## config.mk

```make
export PLATFORM = sky130hd
export DESIGN_NAME = spi_oversampled_regslave
export DESIGN_NICKNAME = d
export VERILOG_FILES = /design/src/rtl/spi_regslave_pkg.sv /design/src/rtl/spi_pin_sampler.sv /design/src/rtl/spi_frame_engine.sv /design/src/rtl/spi_reg_bank.sv /design/src/rtl/spi_oversampled_regslave.sv
export SDC_FILE = /design/constraint.sdc
export NUM_CORES = 1
export LEC_CHECK = 0
export BUFFER_PORTS_ARGS = -buffer_cell sky130_fd_sc_hd__clkbuf_2
export CAP_MARGIN = 0
export CORE_MARGIN = 5
export CORE_UTILIZATION = 58
export DETAILED_ROUTE_END_ITERATION = 10
export GPL_TIMING_DRIVEN = 0
export PLACE_DENSITY = 0.88
export SYNTH_ARGS = -nofsm -noshare
export SYNTH_HDL_FRONTEND = slang
export SYNTH_SLANG_ARGS = --single-unit
```

## constraint.sdc

```tcl
create_clock -name clk -period 3.1 [get_ports clk]
set_clock_uncertainty 0.15 [all_clocks]
set_input_delay 0.62 -clock clk [delete_from_list [all_inputs] [get_ports clk]]
set_output_delay 0.62 -clock clk [all_outputs]
set_load 0.05 [all_outputs]
```

## src/rtl/spi_regslave_pkg.sv

```systemverilog
// Shared types and helpers for the oversampled SPI register slave.
// Assumes: nothing beyond IEEE 1800-2017.
package spi_regslave_pkg;

    // Value of the flag bit that follows the address field.
    typedef enum logic {
        ACC_READ  = 1'b0,
        ACC_WRITE = 1'b1
    } access_e;

    // Total frame length: address, one flag bit, data word.
    function automatic int frame_len(input int addr_w, input int data_w);
        return addr_w + 1 + data_w;
    endfunction

endpackage

```

## src/rtl/spi_pin_sampler.sv

```systemverilog
// Synchronizes a group of asynchronous pins into the clk domain.
// The low EDGE_W pins also get a history flop and single-cycle
// rise/fall strobes.
// Assumes: each pin stays stable for at least two clk periods
// between transitions, so no edge is lost.
module spi_pin_sampler #(
    parameter int unsigned WIDTH       = 3,
    parameter int unsigned EDGE_W      = 2,
    parameter int unsigned SYNC_STAGES = 2,
    parameter logic [WIDTH-1:0] RST_VAL = '0
) (
    input  logic              clk,
    input  logic              rst_n,
    input  logic [WIDTH-1:0]  pins,
    output logic [WIDTH-1:0]  level,
    output logic [EDGE_W-1:0] rise,
    output logic [EDGE_W-1:0] fall
);
    logic [WIDTH-1:0]  stage [SYNC_STAGES];
    logic [EDGE_W-1:0] hist;

    // First synchronizer flop: captures the raw pins.
    always_ff @(posedge clk) begin
        if (!rst_n) stage[0] <= RST_VAL;
        else        stage[0] <= pins;
    end

    genvar g;
    generate
        for (g = 1; g < SYNC_STAGES; g++) begin : g_sync
            // Further synchronizer flops along the chain.
            always_ff @(posedge clk) begin
                if (!rst_n) stage[g] <= RST_VAL;
                else        stage[g] <= stage[g-1];
            end
        end
    endgenerate

    assign level = stage[SYNC_STAGES-1];

    // History flop: the previous synchronized level of the edge pins.
    always_ff @(posedge clk) begin
        if (!rst_n) hist <= RST_VAL[EDGE_W-1:0];
        else        hist <= level[EDGE_W-1:0];
    end

    assign rise = level[EDGE_W-1:0] & ~hist;
    assign fall = ~level[EDGE_W-1:0] & hist;

endmodule

```

## src/rtl/spi_frame_engine.sv

```systemverilog
// Counts frame bits from the SPI clock strobes, assembles the address,
// flag and data fields, and drives MISO on the falling strobes.
// Assumes: the strobes come from spi_pin_sampler, and MOSI is delayed
// to match them. The SPI clock half-period is at least 2 clk.
module spi_frame_engine
    import spi_regslave_pkg::*;
#(
    parameter int unsigned ADDR_W = 7,
    parameter int unsigned DATA_W = 16
) (
    input  logic              clk,
    input  logic              rst_n,
    input  logic              sclk_lvl,
    input  logic              sclk_rise,
    input  logic              sclk_fall,
    input  logic              cs_rise,
    input  logic              cs_fall,
    input  logic              cs_n_lvl,
    input  logic              mosi_lvl,
    input  logic [DATA_W-1:0] rd_data,
    output logic [ADDR_W-1:0] rd_addr,
    output logic              wr_req,
    output logic [ADDR_W-1:0] wr_addr,
    output logic [DATA_W-1:0] wr_data,
    output logic              miso
);
    localparam int FRAME_BITS = frame_len(ADDR_W, DATA_W);
    localparam int HDR_BITS   = ADDR_W + 1;
    localparam int CNT_W      = $clog2(FRAME_BITS + 1);

    logic              armed;
    logic [CNT_W-1:0]  bit_cnt;
    logic [DATA_W-2:0] in_sr;
    logic [ADDR_W-1:0] addr_q;
    access_e           acc_q;
    logic [DATA_W-1:0] out_sr;
    logic              data_phase;

    // Frame sequencing: arming, bit counting, field capture, output shift.
    always_ff @(posedge clk) begin
        if (!rst_n) begin
            armed      <= 1'b0;
            bit_cnt    <= '0;
            in_sr      <= '0;
            addr_q     <= '0;
            acc_q      <= ACC_READ;
            out_sr     <= '0;
            data_phase <= 1'b0;
            wr_req     <= 1'b0;
            wr_data    <= '0;
        end else begin
            wr_req <= 1'b0;
            if (cs_rise) begin
                armed      <= 1'b0;
                bit_cnt    <= '0;
                data_phase <= 1'b0;
            end else begin
                if (cs_fall) armed <= 1'b1;
                if (sclk_rise && !cs_n_lvl) begin
                    if (armed) begin
                        armed   <= 1'b0;
                        bit_cnt <= CNT_W'(1);
                        in_sr   <= {in_sr[DATA_W-3:0], mosi_lvl};
                    end else if (bit_cnt != '0 && bit_cnt < CNT_W'(FRAME_BITS)) begin
                        bit_cnt <= bit_cnt + 1'b1;
                        in_sr   <= {in_sr[DATA_W-3:0], mosi_lvl};
                        if (bit_cnt == CNT_W'(HDR_BITS - 1)) begin
                            addr_q <= in_sr[ADDR_W-1:0];
                            acc_q  <= access_e'(mosi_lvl);
                        end
                        if (bit_cnt == CNT_W'(FRAME_BITS - 1)) begin
                            wr_data <= {in_sr, mosi_lvl};
                            wr_req  <= (acc_q == ACC_WRITE);
                        end
                    end
                end
                if (sclk_fall && !cs_n_lvl) begin
                    if (bit_cnt == CNT_W'(HDR_BITS) && !data_phase) begin
                        data_phase <= 1'b1;
                        out_sr     <= (acc_q == ACC_WRITE) ? '0 : rd_data;
                    end else if (data_phase) begin
                        out_sr <= {out_sr[DATA_W-2:0], 1'b0};
                    end
                end
            end
        end
    end

    assign rd_addr = addr_q;
    assign wr_addr = addr_q;
    assign miso    = (!cs_n_lvl && data_phase) ? out_sr[DATA_W-1] : 1'b0;

    // The bit counter never runs past the frame length.
    assert_cnt_bound_R2: assert property (@(posedge clk) disable iff (!rst_n)
        bit_cnt <= CNT_W'(FRAME_BITS));

    // A write request is raised only when the last frame bit has been counted.
    assert_wr_at_end_R4: assert property (@(posedge clk) disable iff (!rst_n)
        wr_req |-> (bit_cnt == CNT_W'(FRAME_BITS)));

    // The output shifter moves only while the SPI clock is low (mode 0).
    assert_shift_on_low_R5: assert property (@(posedge clk) disable iff (!rst_n)
        !$stable(out_sr) |-> !sclk_lvl);

    // MISO stays quiet through the header bits.
    assert_miso_quiet_R7: assert property (@(posedge clk) disable iff (!rst_n)
        (bit_cnt < CNT_W'(HDR_BITS)) |-> !miso);

    // A chip-select rise always returns the counter to idle.
    assert_abort_idle_R8: assert property (@(posedge clk) disable iff (!rst_n)
        cs_rise |=> (bit_cnt == '0));

endmodule

```

## src/rtl/spi_reg_bank.sv

```systemverilog
// Register bank: NUM_CFG writable configuration words at addresses
// 0..NUM_CFG-1 and one read-only status word at STATUS_ADDR.
// Every other address reads as zero.
// Assumes: wr_req is a one-cycle request with wr_addr and wr_data valid.
module spi_reg_bank #(
    parameter int unsigned ADDR_W      = 7,
    parameter int unsigned DATA_W      = 16,
    parameter int unsigned NUM_CFG     = 2,
    parameter int unsigned STATUS_ADDR = 32,
    parameter logic [NUM_CFG*DATA_W-1:0] CFG_RST = {16'd26000, 16'd2048}
) (
    input  logic                      clk,
    input  logic                      rst_n,
    input  logic                      wr_req,
    input  logic [ADDR_W-1:0]         wr_addr,
    input  logic [DATA_W-1:0]         wr_data,
    input  logic [ADDR_W-1:0]         rd_addr,
    output logic [DATA_W-1:0]         rd_data,
    input  logic [DATA_W-1:0]         status_in,
    output logic [NUM_CFG*DATA_W-1:0] cfg_flat,
    output logic                      wr_pulse
);
    logic [DATA_W-1:0] cfg_q [NUM_CFG];

    genvar i;
    generate
        for (i = 0; i < NUM_CFG; i++) begin : g_cfg
            // Configuration word i: updated on a write that matches its address.
            always_ff @(posedge clk) begin
                if (!rst_n)
                    cfg_q[i] <= CFG_RST[i*DATA_W +: DATA_W];
                else if (wr_req && wr_addr == ADDR_W'(i))
                    cfg_q[i] <= wr_data;
            end
            assign cfg_flat[i*DATA_W +: DATA_W] = cfg_q[i];
        end
    endgenerate

    // Update strobe: high for the cycle after a write that hit a configuration word.
    always_ff @(posedge clk) begin
        if (!rst_n) wr_pulse <= 1'b0;
        else        wr_pulse <= wr_req && (wr_addr < ADDR_W'(NUM_CFG));
    end

    // Read decode: status slot, configuration words, zero elsewhere.
    always_comb begin
        rd_data = '0;
        if (rd_addr == ADDR_W'(STATUS_ADDR)) rd_data = status_in;
        for (int k = 0; k < NUM_CFG; k++)
            if (rd_addr == ADDR_W'(k)) rd_data = cfg_q[k];
    end

    // The configuration words change only after a write request.
    assert_cfg_hold_R4: assert property (@(posedge clk) disable iff (!rst_n)
        !$past(wr_req) |-> $stable(cfg_flat));

    // The strobe follows only a write request to a mapped configuration address.
    assert_pulse_src_R6: assert property (@(posedge clk) disable iff (!rst_n)
        wr_pulse |-> ($past(wr_req) && ($past(wr_addr) < ADDR_W'(NUM_CFG))));

endmodule

```

## src/rtl/spi_oversampled_regslave.sv

```systemverilog
// Top level: an SPI mode-0 register-access slave. All SPI pins are
// oversampled by clk. Instantiates the pin sampler, the frame engine
// and the register bank.
// Assumes: the SPI clock is at most clk/4, and chip select is held
// high between frames for at least 4 clk.
module spi_oversampled_regslave #(
    parameter int unsigned ADDR_W      = 7,
    parameter int unsigned DATA_W      = 16,
    parameter int unsigned NUM_CFG     = 2,
    parameter int unsigned STATUS_ADDR = 32,
    parameter int unsigned SYNC_STAGES = 2,
    parameter logic [NUM_CFG*DATA_W-1:0] CFG_RST = {16'd26000, 16'd2048}
) (
    input  logic                      clk,
    input  logic                      rst_n,
    input  logic                      spi_sclk,
    input  logic                      spi_cs_n,
    input  logic                      spi_mosi,
    output logic                      spi_miso,
    input  logic [DATA_W-1:0]         status_in,
    output logic [NUM_CFG*DATA_W-1:0] cfg_regs,
    output logic                      cfg_wr_pulse
);
    localparam int PIN_SCLK = 0;
    localparam int PIN_CS   = 1;
    localparam int PIN_MOSI = 2;

    logic [2:0]        pin_lvl;
    logic [1:0]        pin_rise;
    logic [1:0]        pin_fall;
    logic [ADDR_W-1:0] rd_addr;
    logic [DATA_W-1:0] rd_data;
    logic              wr_req;
    logic [ADDR_W-1:0] wr_addr;
    logic [DATA_W-1:0] wr_data;

    spi_pin_sampler #(
        .WIDTH       (3),
        .EDGE_W      (2),
        .SYNC_STAGES (SYNC_STAGES),
        .RST_VAL     (3'b010)
    ) u_sampler (
        .clk   (clk),
        .rst_n (rst_n),
        .pins  ({spi_mosi, spi_cs_n, spi_sclk}),
        .level (pin_lvl),
        .rise  (pin_rise),
        .fall  (pin_fall)
    );

    spi_frame_engine #(
        .ADDR_W (ADDR_W),
        .DATA_W (DATA_W)
    ) u_engine (
        .clk       (clk),
        .rst_n     (rst_n),
        .sclk_lvl  (pin_lvl[PIN_SCLK]),
        .sclk_rise (pin_rise[PIN_SCLK]),
        .sclk_fall (pin_fall[PIN_SCLK]),
        .cs_rise   (pin_rise[PIN_CS]),
        .cs_fall   (pin_fall[PIN_CS]),
        .cs_n_lvl  (pin_lvl[PIN_CS]),
        .mosi_lvl  (pin_lvl[PIN_MOSI]),
        .rd_data   (rd_data),
        .rd_addr   (rd_addr),
        .wr_req    (wr_req),
        .wr_addr   (wr_addr),
        .wr_data   (wr_data),
        .miso      (spi_miso)
    );

    spi_reg_bank #(
        .ADDR_W      (ADDR_W),
        .DATA_W      (DATA_W),
        .NUM_CFG     (NUM_CFG),
        .STATUS_ADDR (STATUS_ADDR),
        .CFG_RST     (CFG_RST)
    ) u_bank (
        .clk       (clk),
        .rst_n     (rst_n),
        .wr_req    (wr_req),
        .wr_addr   (wr_addr),
        .wr_data   (wr_data),
        .rd_addr   (rd_addr),
        .rd_data   (rd_data),
        .status_in (status_in),
        .cfg_flat  (cfg_regs),
        .wr_pulse  (cfg_wr_pulse)
    );

endmodule

```

==> metrics.txt <==
# TYPE chip_impl_metric gauge
chip_impl_metric{name="tritoncts_num_sinks",unit=""} 104
chip_impl_metric{name="detailed_place_hpwl",unit="mm"} 7.47
chip_impl_metric{name="hold_depth",unit=""} 1
chip_impl_info{name="rr_endpoint",value="u_bank.cfg_q[1][12]"} 1
chip_impl_metric{name="setup.reg_to_reg.worst_slack",unit="ns"} 0.67
chip_impl_metric{name="cp.buffers_inverters",unit=""} 2
chip_impl_info{name="clock-root-buffer",value="clkbuf_8"} 1
chip_impl_metric{name="antenna_cells_inserted",unit=""} 0
chip_impl_metric{name="core_area",unit="µm²"} 7650
chip_impl_metric{name="grtUsageTotal",unit="%"} 22.3
chip_impl_metric{name="die_area",unit="µm²"} 9630
chip_impl_metric{name="critical-path-max-stage-delay",unit="ns"} 0.52
chip_impl_metric{name="power_density",unit="nW/µm²"} 503
chip_impl_metric{name="power.ir.vdd_worst",unit="µV"} 260
chip_impl_info{name="synthTopCellsByArea",value="dfxtp_1 (32%), edfxtp_1 (21%), mux2i_1 (8.4%), and2_1 (4.2%), o21ai_0 (4.0%)"} 1
chip_impl_metric{name="setup-violations-final",unit=""} 0
chip_impl_info{name="timing.critical_path.to_type",value="output pin"} 1
chip_impl_metric{name="cts_buffers",unit=""} 9
chip_impl_metric{name="r2r_cells",unit=""} 4
chip_impl_metric{name="totalWireLength",unit="mm"} 10.5
chip_impl_metric{name="yosysSeqAreaShare",unit="%"} 53.3
chip_impl_metric{name="initial_antenna_violation_count",unit=""} 0
chip_impl_metric{name="fin_cells",unit=""} 604
chip_impl_info{name="worst_hold_path.endpoint",value="u_sampler.stage[1][1]"} 1
chip_impl_metric{name="power_leakage",unit="nW"} 1.96
chip_impl_info{name="tritoncts",value="yes"} 1
chip_impl_info{name="critical-path-top-delay-family",value="buffers and inverters"} 1
chip_impl_metric{name="max_freq",unit="MHz"} 385
chip_impl_metric{name="worst_path_maximum_fanout",unit=""} 10
chip_impl_metric{name="postCtsSetupBuffers",unit=""} 0
chip_impl_info{name="path_cells",value="clkbuf_1, and3_1, clkbuf_2"} 1
chip_impl_metric{name="synth.top_cell.area_share",unit="%"} 32.0
chip_impl_metric{name="post_route_cells_drive_above_1_share",unit="%"} 18.9
chip_impl_metric{name="yosys.cell_types.count",unit=""} 52
chip_impl_metric{name="finalHoldViolCount",unit=""} 0
chip_impl_metric{name="avgViaCountPerCell",unit=""} 5.83
chip_impl_metric{name="detailedRoute.firstIterationViolations",unit=""} 253
chip_impl_info{name="holdCritPathClass",value="flop to flop"} 1
chip_impl_metric{name="design.final.nets",unit=""} 520
chip_impl_metric{name="yosys_register_bits",unit=""} 104
chip_impl_metric{name="via_count_of_the_first_global_routing_pass",unit=""} 3511
chip_impl_metric{name="mean_post_synth_cell_area",unit="µm²"} 10.5
chip_impl_metric{name="cts_max_path_buffers",unit=""} 2
chip_impl_info{name="startpoint_to_endpoint_class_of_the_critical_path",value="flop to output pin"} 1
chip_impl_metric{name="postCtsHoldBufs",unit=""} 0
chip_impl_metric{name="maxCapViolations",unit=""} 0
chip_impl_metric{name="cts_repair_resize_count",unit=""} 0
chip_impl_metric{name="cts-htree-levels",unit=""} 3
chip_impl_metric{name="synth_cells",unit=""} 430
chip_impl_metric{name="n_fill_cell",unit=""} 565
chip_impl_metric{name="synth_nets",unit=""} 453
chip_impl_info{name="outcome",value="completed"} 1
chip_impl_metric{name="min_period_over_period",unit="%"} 83.7
chip_impl_metric{name="fin_crit",unit="ns"} 2.60
chip_impl_metric{name="gpl.final_weighted_congestion",unit=""} 0.857
chip_impl_metric{name="detail_route.wl_per_cell",unit="µm"} 17.4
chip_impl_info{name="slowest_cell_on_the_critical_path",value="dfxtp_1"} 1
chip_impl_metric{name="drt_drc_violations_left",unit=""} 0
chip_impl_metric{name="area.growth.synth_to_final",unit="%"} 14.7
chip_impl_metric{name="holdWs",unit="ns"} 0.273
chip_impl_info{name="startpoint",value="u_engine.data_phase"} 1
chip_impl_metric{name="ys_warn_count",unit=""} 0
chip_impl_metric{name="port_buffers",unit=""} 54
chip_impl_metric{name="totalNegativeSetupSlack",unit="ns"} 0
chip_impl_metric{name="clk_transition_reported_paths",unit="ns"} 0.10
chip_impl_metric{name="synth_edf_count",unit=""} 32
chip_impl_metric{name="remaining_global_route_overflow",unit=""} 0
chip_impl_metric{name="worst-endpoint-required",unit="ns"} 2.33
chip_impl_metric{name="global_route_wire_length_before_repair",unit="mm"} 17.1
chip_impl_metric{name="floorplan.rows",unit=""} 32
chip_impl_metric{name="ys_async_sr_fraction",unit="%"} 0
chip_impl_metric{name="dr.pass1.iters",unit=""} 5
chip_impl_metric{name="floorplan.initialDensity",unit="%"} 58.9
chip_impl_info{name="setup_crit_start_kind",value="flop"} 1
chip_impl_metric{name="die_h",unit="µm"} 98.1
chip_impl_info{name="rsz0062_at_grt",value="false"} 1
chip_impl_metric{name="dpl.cell_count",unit=""} 588
chip_impl_info{name="synth_top_area_cell",value="dfxtp_1"} 1
chip_impl_metric{name="max_slew_margin",unit="%"} 46.1
chip_impl_metric{name="cp_data_arrival_time",unit="ns"} 1.83
chip_impl_metric{name="die_width",unit="µm"} 98.1
chip_impl_metric{name="detail-route-antenna-nets",unit=""} 0
chip_impl_info{name="critical_path.reg2reg.startpoint",value="u_engine.rd_addr[1]"} 1
chip_impl_metric{name="finalMaxSlewViolations",unit=""} 0
chip_impl_metric{name="syn-cell-area",unit="µm²"} 4500
chip_impl_info{name="synth_top_flop_cell",value="dfxtp_1"} 1
chip_impl_metric{name="num_io_pins",unit=""} 55
chip_impl_metric{name="layout.core_utilization",unit="%"} 67.5
chip_impl_info{name="hold_path_startpoint",value="u_sampler.stage[0][1]"} 1
chip_impl_metric{name="detailroute.via_count",unit=""} 3523
chip_impl_metric{name="grt_max_degree",unit=""} 19
chip_impl_metric{name="skew_pair_late_insertion_delay",unit="ns"} 0.37
chip_impl_metric{name="tightest_slew",unit="ns"} 0.803
==> where the power goes <==
part | internal [W] | total (W) | switching, W
combinational | 0.0000386 | 0.000150 | 0.000112
clock | 0.000544 | 0.00101 | 0.000470
sequential | 0.00142 | 0.00144 | 0.0000155
==> worst register-to-register path, stage by stage, from the launching register on <==
cell,delay [ns]
dfxtp_1,0.34
nor4_4,0.49
nand3b_1,0.19
o21ai_1,0.67
buf_4,0.30
==> area by class of cell <==
| cell class | count | area, µm² | area share (%) |
|---|---|---|---|
| buffer | 30 | 148 | 2.86 |
| clock inverter | 6 | 116 | 2.25 |
| tap | 102 | 128 | 2.47 |
| timing repair buffer | 56 | 285 | 5.52 |
| clock buffer | 10 | 128 | 2.47 |
| multi-input combinational | 291 | 1940 | 37.5 |
| sequential | 104 | 2400 | 46.5 |
| inverter | 5 | 18.8 | 0.363 |
==> cell usage in the layout, fill, tap and decap left out, types with 2 or more instances in the layout <==
| cell type | instances |
|---|---|
| dfxtp_1 | 72 |
| clkbuf_2 | 56 |
| mux2i_1 | 38 |
| o21ai_0 | 35 |
| edfxtp_1 | 32 |
| nand2_1 | 31 |
| and2_1 | 30 |
| nor2_1 | 27 |
| nand2b_1 | 22 |
| clkbuf_1 | 19 |
| nand3_1 | 17 |
| nor2b_1 | 16 |
| o2bb2ai_1 | 14 |
| a221oi_1 | 14 |
| clkbuf_8 | 9 |
| a21oi_1 | 6 |
| or3_1 | 6 |
| inv_1 | 5 |
| buf_2 | 4 |
| buf_1 | 3 |
| buf_4 | 3 |
| bufinv_16 | 3 |
| nand3b_1 | 2 |
| o21ai_1 | 2 |
| or3_2 | 2 |
| ha_1 | 2 |
| inv_6 | 2 |
==> how the worst max path moves through the flow <==
| stage | slack (ns) | end | cells after the start |
|---|---|---|---|
| floorplan | 0.45 | u_bank.cfg_q[0][0] | 3 |
| global placement | -0.21 | u_bank.cfg_q[0][10] | 3 |
| detailed placement | 0.31 | u_bank.cfg_q[1][8] | 5 |
| CTS | 0.52 | spi_miso | 3 |
| global route | 0.44 | spi_miso | 3 |
| finish | 0.50 | spi_miso | 3 |
==> cell families after synthesis <==
group | share of synthesized area (%)
simple gates | 21.5
buf+inv | 3.70
mux | 8.45
flops | 53.3
compound gates | 12.4
fa+ha+maj | 0.556
==> cells in the mapped netlist, types with 2 or more instances <==
cell and count:
ha_1 2, a221oi_1 14, mux2i_1 38, o31ai_1 2, or3_2 2, inv_1 5
and2_1 30, nand2b_1 22, clkbuf_2 2, o2bb2ai_1 14, or3_1 6, nor2b_1 16
nor2_1 27, nand3_1 17, buf_1 3, o21ai_0 36, edfxtp_1 32, a21oi_1 6
clkbuf_1 18, dfxtp_1 72, nand2_1 31, nand3b_1 2, buf_2 4
==> metal layers <==
layer	part of all wire (%)	vias to the layer above	global-route usage [%]
met1	39	1665	25.5
met5	0	-	0
li1	-	1672	-
met2	51	156	40.5
met3	7.1	30	4.00
met4	2.9	0	9.90
==> registers in the layout, summed over array words and instances (netlist names) <==
signal               flops
u_bank.wr_pulse          1
u_engine.out_sr         16
u_engine.rd_addr         7
u_engine.acc_q           1
u_bank.cfg_q            32
u_engine.wr_data        16
u_sampler.hist           2
u_engine.data_phase      1
u_engine.bit_cnt         5
u_engine.wr_req          1
u_engine.armed           1
u_engine.in_sr          15
u_sampler.stage          6
==> through the flow <==
stage                     total power [W]  instance area (µm²)  setup slack (ns)
after floorplan                   0.00156                 4500             0.455
final                             0.00260                 5160             0.505
after detailed placement          0.00161                 4920             0.311
after CTS                         0.00261                 5160             0.517
after global routing              0.00267                 5160             0.442
after global placement            0.00161                 4900            -0.210
Power figures use the tool's default switching activity.
